<file path="config.mk">
export PLATFORM = sky130hd
export DESIGN_NAME = sc_conv_detect
export DESIGN_NICKNAME = d
export VERILOG_FILES = /design/src/rtl/sc_conv_pkg.sv /design/src/rtl/sc_conv_dp.sv /design/src/rtl/sc_conv_ctrl.sv /design/src/rtl/sc_conv_detect.sv
export SDC_FILE = /design/constraint.sdc
export NUM_CORES = 1
export LEC_CHECK = 0
export BUFFER_PORTS_ARGS = -buffer_cell sky130_fd_sc_hd__buf_2
export CAP_MARGIN = 5
export CORE_AREA = 2 2 73 75
export CTS_BUF_LIST = sky130_fd_sc_hd__clkbuf_4
export CTS_CLUSTER_SIZE = 10
export DETAILED_ROUTE_END_ITERATION = 16
export DIE_AREA = 0 0 75 77
export PLACE_DENSITY = 0.74
export SLEW_MARGIN = 10
export SYNTH_ARGS = -nofsm -noshare
export SYNTH_HDL_FRONTEND = slang
export SYNTH_HIERARCHICAL = 1
export SYNTH_SLANG_ARGS = --single-unit
</file>
<file path="constraint.sdc">
create_clock -name clk -period 4.6 [get_ports clk]
set_input_delay 1.38 -clock clk [delete_from_list [all_inputs] [get_ports clk]]
set_output_delay 1.38 -clock clk [all_outputs]
set_load 0.03 [all_outputs]
</file>
<file path="src/rtl/sc_conv_pkg.sv">
package sc_conv_pkg;

  localparam int CHAR_W = 8;

  typedef enum logic [1:0] {
    CONV_DIRECT  = 2'b00,
    CONV_RSV_A   = 2'b01,
    CONV_RSV_B   = 2'b10,
    CONV_INVERSE = 2'b11
  } conv_e;

  // strobes from control to datapath
  typedef struct packed {
    logic push;
    logic pop;
    logic flush;
  } bufCtl_t;

  // inverse convention: complement and mirror the character
  function automatic logic [CHAR_W-1:0] decodeChar(input logic [CHAR_W-1:0] raw,
                                                   input logic inv);
    logic [CHAR_W-1:0] res;
    for (int i = 0; i < CHAR_W; i++) begin
      res[i] = inv ? ~raw[CHAR_W-1-i] : raw[i];
    end
    return res;
  endfunction

endpackage

</file>
<file path="src/rtl/sc_conv_dp.sv">
module sc_conv_dp
  import sc_conv_pkg::*;
#(
  parameter int DEPTH = 4,
  parameter int CNT_W = $clog2(DEPTH + 1)
) (
  input  logic              clk,
  input  logic              rstN,
  input  bufCtl_t           ctl,
  input  logic [CHAR_W-1:0] pushData,
  input  logic              invert,
  output logic [CHAR_W-1:0] headByte,
  output logic [CNT_W-1:0]  count
);

  localparam int PTR_W = (DEPTH > 1) ? $clog2(DEPTH) : 1;
  localparam logic [PTR_W-1:0] LAST_PTR = PTR_W'(DEPTH - 1);

  logic [CHAR_W-1:0] store [DEPTH];
  logic [PTR_W-1:0]  rdPtr, wrPtr;

  function automatic logic [PTR_W-1:0] nextPtr(input logic [PTR_W-1:0] p);
    return (p == LAST_PTR) ? '0 : p + 1'b1;
  endfunction

  always_ff @(posedge clk or negedge rstN) begin
    if (!rstN) begin
      rdPtr <= '0;
      wrPtr <= '0;
      count <= '0;
    end else if (ctl.flush) begin
      rdPtr <= '0;
      wrPtr <= '0;
      count <= '0;
    end else begin
      if (ctl.push) wrPtr <= nextPtr(wrPtr);
      if (ctl.pop)  rdPtr <= nextPtr(rdPtr);
      case ({ctl.push, ctl.pop})
        2'b10:   count <= count + 1'b1;
        2'b01:   count <= count - 1'b1;
        default: count <= count;
      endcase
    end
  end

  // raw characters are stored; decoding happens at the read side
  for (genvar g = 0; g < DEPTH; g++) begin : g_entry
    always_ff @(posedge clk or negedge rstN) begin
      if (!rstN) begin
        store[g] <= '0;
      end else if (ctl.push && !ctl.flush && wrPtr == PTR_W'(g)) begin
        store[g] <= pushData;
      end
    end
  end

  assign headByte = decodeChar(store[rdPtr], invert);

endmodule

</file>
<file path="src/rtl/sc_conv_ctrl.sv">
module sc_conv_ctrl
  import sc_conv_pkg::*;
#(
  parameter int DEPTH = 4,
  parameter int CNT_W = $clog2(DEPTH + 1),
  parameter logic [7:0] TS_DIRECT_RAW  = 8'h3B,
  parameter logic [7:0] TS_INVERSE_RAW = 8'h03
) (
  input  logic              clk,
  input  logic              rstN,
  input  logic              enable,
  input  logic              rxOff,
  input  logic              autoEn,
  input  logic              convWr,
  input  logic [1:0]        convSel,
  input  logic [1:0]        trigSel,
  input  logic              rdaIntEn,
  input  logic              acErrIntEn,
  input  logic              rawValid,
  input  logic [CHAR_W-1:0] rawByte,
  input  logic              popReq,
  input  logic [CNT_W-1:0]  count,
  output bufCtl_t           ctl,
  output conv_e             conv,
  output logic              rdaFlag,
  output logic              rdaIrq,
  output logic              acErrFlag,
  output logic              acErrIrq,
  output logic              ovf
);

  localparam logic [CNT_W-1:0] FULL_CNT = CNT_W'(DEPTH);

  logic tsDone;
  logic accept, full, doPop, tsCheck;
  logic [CNT_W-1:0] level;

  assign full    = (count == FULL_CNT);
  assign accept  = enable && rawValid && (autoEn || !rxOff);
  assign doPop   = enable && popReq && (count != '0);
  assign tsCheck = accept && autoEn && !tsDone;

  always_comb begin
    ctl       = '0;
    ctl.flush = !enable;
    ctl.pop   = doPop;
    ctl.push  = accept && (!full || doPop);
  end

  always_comb begin
    case (trigSel)
      2'b01:   level = CNT_W'(2);
      2'b10:   level = CNT_W'(3);
      default: level = CNT_W'(1);
    endcase
  end

  assign rdaFlag  = (count >= level);
  assign rdaIrq   = rdaFlag && rdaIntEn;
  assign acErrIrq = acErrFlag && acErrIntEn;

  always_ff @(posedge clk or negedge rstN) begin
    if (!rstN) begin
      tsDone <= 1'b0;
    end else if (!enable || !autoEn) begin
      tsDone <= 1'b0;
    end else if (tsCheck) begin
      tsDone <= 1'b1;
    end
  end

  always_ff @(posedge clk or negedge rstN) begin
    if (!rstN) begin
      conv <= CONV_DIRECT;
    end else if (tsCheck) begin
      if (rawByte == TS_DIRECT_RAW)       conv <= CONV_DIRECT;
      else if (rawByte == TS_INVERSE_RAW) conv <= CONV_INVERSE;
    end else if (convWr && !autoEn) begin
      if (convSel == CONV_DIRECT || convSel == CONV_INVERSE) conv <= conv_e'(convSel);
    end
  end

  always_ff @(posedge clk or negedge rstN) begin
    if (!rstN) begin
      acErrFlag <= 1'b0;
      ovf       <= 1'b0;
    end else if (!enable) begin
      acErrFlag <= 1'b0;
      ovf       <= 1'b0;
    end else begin
      if (tsCheck && rawByte != TS_DIRECT_RAW && rawByte != TS_INVERSE_RAW) acErrFlag <= 1'b1;
      if (accept && full && !doPop) ovf <= 1'b1;
    end
  end

endmodule

</file>
<file path="src/rtl/sc_conv_detect.sv">
module sc_conv_detect
  import sc_conv_pkg::*;
#(
  parameter int DEPTH = 4,
  parameter int CNT_W = $clog2(DEPTH + 1)
) (
  input  logic             clk,
  input  logic             rstN,
  input  logic             enable,
  input  logic             rxOff,
  input  logic             autoEn,
  input  logic             convWr,
  input  logic [1:0]       convSel,
  input  logic [1:0]       trigSel,
  input  logic             rdaIntEn,
  input  logic             acErrIntEn,
  input  logic             rawValid,
  input  logic [7:0]       rawByte,
  input  logic             popReq,
  output logic [7:0]       outByte,
  output logic             outValid,
  output logic [CNT_W-1:0] bufCount,
  output logic [1:0]       convCur,
  output logic             rdaFlag,
  output logic             rdaIrq,
  output logic             acErr,
  output logic             acErrIrq,
  output logic             ovfFlag
);

  bufCtl_t bufCtl;
  conv_e   conv;

  sc_conv_ctrl #(.DEPTH(DEPTH), .CNT_W(CNT_W)) ctrl_i (
    .clk        (clk),
    .rstN       (rstN),
    .enable     (enable),
    .rxOff      (rxOff),
    .autoEn     (autoEn),
    .convWr     (convWr),
    .convSel    (convSel),
    .trigSel    (trigSel),
    .rdaIntEn   (rdaIntEn),
    .acErrIntEn (acErrIntEn),
    .rawValid   (rawValid),
    .rawByte    (rawByte),
    .popReq     (popReq),
    .count      (bufCount),
    .ctl        (bufCtl),
    .conv       (conv),
    .rdaFlag    (rdaFlag),
    .rdaIrq     (rdaIrq),
    .acErrFlag  (acErr),
    .acErrIrq   (acErrIrq),
    .ovf        (ovfFlag)
  );

  sc_conv_dp #(.DEPTH(DEPTH), .CNT_W(CNT_W)) dp_i (
    .clk      (clk),
    .rstN     (rstN),
    .ctl      (bufCtl),
    .pushData (rawByte),
    .invert   (conv == CONV_INVERSE),
    .headByte (outByte),
    .count    (bufCount)
  );

  assign convCur  = conv;
  assign outValid = (bufCount != '0);

endmodule

</file>
==> summary.txt <==
Synth
  – Syn. warnings: 6
  – Ys flop type: dfrtp_1
  – Mapped Nets: 225
  – Mean post-synth cell area: 13.3 µm²
  – Mux cell area share after synthesis: 26.4%
  – Area share of and/or/nand/nor cells after synthesis: 11.5%
  – Area contributors post-synth: dfrtp_1 43%, mux2_4 19%, mux2i_1 7.8%, ha_1 3.9%, nand2_8 3.1%
  – Synthesized cell area: 2580 µm²
  – Main combinational cell family by area after synthesis: multiplexers
  – Adder and majority cell fraction of the synthesized area: 4.66%
  – EDFF count, synth: 0
  – Seq/Total Area, Yosys: 42.7%
  – Synth cell types: 43
  – Post-synthesis compound-gate area fraction: 8.26%
  – Most common library cells after synthesis: 44 x dfrtp_1, 32 x mux2_4, 20 x mux2i_1, 11 x nor2_1, 9 x inv_1
  – Synthesized instance count: 194
  – Synth Area in XOR/XNOR: 1.65%
  – Asr flop ratio synth: 100%
  – #FFs+latches synth: 44
  – Top cell type's share of synthesized area: 42.7%
  – Synth area leader: dfrtp_1
  – Most instantiated library cell after synthesis: dfrtp_1

GRT
  – First-pass GRT wire length: 8.08 mm
  – Initial antenna violation count: 0
  – Global route overflow: 0
  – GRT Total Usage: 18.2%
  – Vias in the first global route: 1612
  – Largest net degree at the start of global routing: 45

Timing
  – Final Hold Fails: 0
  – Worst-Margin Slew: 0.977 ns
  – Setup Skew: 0.0188 ns
  – Final min period: 4.07 ns
  – Max-slew violation count: 0
  – Final setup TNS: 0 ns
  – Max Clk Rate: 246 MHz
  – RSZ-0062 raised after global routing: false
  – Setup-failing EPs final: 0
  – Period utilization: 88.4%
  – Slew headroom: 34.8%

Layout
  – Share of layout cells above drive strength 1: 37.1%
  – Area grow syn2layout: 10.6%
  – Area of the multi-input gates: 1350 µm²
  – Post-layout net count: 264
  – Register Area: 1100 µm²
  – Filler cells: 429
  – N_diodes: 0
  – Final instance area: 2850 µm²

Detailed routing
  – Final ANT Viol Nets: 0
  – 1st-pass router iterations: 4
  – Initial drt markers: 104
  – DR DRC count: 0
  – Avg WL per Cell: 16.0 µm
  – DR vias/cell: 5.52
  – Routed via count: 1666
  – Routed WL: 4.82 mm

Floorplanning
  – Area of the core: 4980 µm²
  – Die area: 5780 µm²
  – Die Y: 77 µm
  – Std-Cell Rows: 26
  – Io pins: 41
  – Chip width: 75 µm
  – Initial core utilization: 51.8%

Clock network
  – Clock buffer depth: 2
  – Clk sinks: 44
  – Worst-Skew Late Latency: 0.35 ns
  – CTS buffer count: 5
  – Post-CTS Hold Fix Bufs: 0
  – Post-CTS sizing: 0
  – CTS tree: built
  – CTS HTree Levels: 2
  – Setup bufs post-CTS: 0
  – Clock slew at reported path FFs: 0.13 ns
  – CTS root buf: clkbuf_4

Worst setup path
  – Critical-path maximum fanout: 2
  – Setup crit start kind: input pin
  – Required @ worst endpoint: 3.22 ns
  – Crit path DAT: 2.69 ns
  – Kind of critical path: in2out
  – CP Capture Type: primary output

Job
  – MaxCap Viol Count: 0

Status
  – Status: finished clean

Pwr
  – Lkg Pwr: 1.43 nW
  – Peak supply drop: 0.179 mV
  – Power density cells: 376 nW/µm²

Place
  – Port Buf Inserts: 40
  – Final GP Congestion: 0.730
  – DP Area: 2780 µm²
  – HPWL after detailed placement: 3.51 mm

Min path
  – Hold crit path type: reg2reg
cell families (layout without fill, tap and decap cells):
kind of cell	Yosys count	count (layout)
flip-flops	44	44
XOR/XNOR	4	4
multiplexers	52	52
AND/OR/NAND/NOR	39	39
adder cells (fa/ha/maj)	9	9
buffers and inverters	18	56
AO/OA/AOI/OAI	28	28
area by class of cell:
type                            instances  area share, %
Clock buffer                            5           1.32
Clock inverter                          1           1.05
Inverter                                9           1.19
Multi-Input combinational cell        132           47.5
Sequential cell                        44           38.6
Tap cell                               70           3.07
Timing Repair Buffer                   41           7.29
worst paths after layout:
path / endpoint / start / cells after the start / slack [ns]
worst max register to register: dp_i/count[2]$_DFFE_PN0P_ / dp_i/count[1]$_DFFE_PN0P_ / 9 / 2.31
worst min-delay path: ctrl_i/conv[1]$_DFFE_PN0P_ / ctrl_i/conv[1]$_DFFE_PN0P_ / 1 / 0.51
worst min register to register: ctrl_i/conv[1]$_DFFE_PN0P_ / ctrl_i/conv[1]$_DFFE_PN0P_ / 1 / 0.51
max in group asynchronous: dp_i/store[26]$_DFFE_PN0P_ / rstN / 1 / 2.80
worst max-delay path: rdaIrq / trigSel[1] / 9 / 0.53
min in group asynchronous: dp_i/store[22]$_DFFE_PN0P_ / rstN / 1 / 1.17
critical path: stages:
cell and delay, ns:
buf_2 0.09, inv_1 0.04, ha_1 0.12, inv_1 0.04, ha_1 0.25, nand2b_1 0.14, a211o_1 0.29, and2_1 0.15
buf_2 0.17
state kept, by name, summed over array words and instances (netlist names):
name,count
dp_i/store,32
dp_i/count,3
ctrl_i/conv,2
dp_i/rdPtr,2
dp_i/wrPtr,2
ctrl_i/acErrFlag,1
ctrl_i/ovf,1
ctrl_i/tsDone,1
power by group:
| group | internal [mW] | switching (mW) | total (mW) | leakage [nW] |
|---|---|---|---|---|
| clock network | 0.109 | 0.119 | 0.228 | 0.0371 |
| logic | 0.156 | 0.207 | 0.362 | 0.810 |
| registers | 0.441 | 0.0393 | 0.480 | 0.583 |
| total | 0.705 | 0.365 | 1.07 | 1.43 |
through the flow:
stage                     utilization (%)  hold slack, ns  instances  power, mW  setup WS (ns)
final                                57.3           0.509        302       1.07          0.534
after global placement               55.9           0.473        296      0.840          0.557
after CTS                            57.3           0.514        302       1.08          0.521
after floorplan                         -           0.481        194      0.754          0.552
after detailed placement             55.9           0.482        296      0.851          0.522
after global routing                 57.3           0.530        302       1.12          0.482
cell usage in the layout (no fill, tap or decap), drive strengths merged, types with 5 or more instances in the layout:
| cell | instances |
|---|---|
| a221oi | 8 |
| o22ai | 8 |
| mux2i | 20 |
| dfrtp | 44 |
| buf | 41 |
| nor2 | 11 |
| inv | 9 |
| clkbuf | 5 |
| nand2 | 7 |
| mux2 | 32 |
| ha | 8 |
routing by layer:
metal,wire [µm],part of all wire (%),vias up,track usage (%)
met4,13,0.27,0,4.29
met5,0,0,-,0
li1,-,-,786,-
met3,224,4.7,2,4.34
met1,2250,47,826,26.2
met2,2330,48,52,27.5
Note: power is estimated with default switching activity, not from simulation.
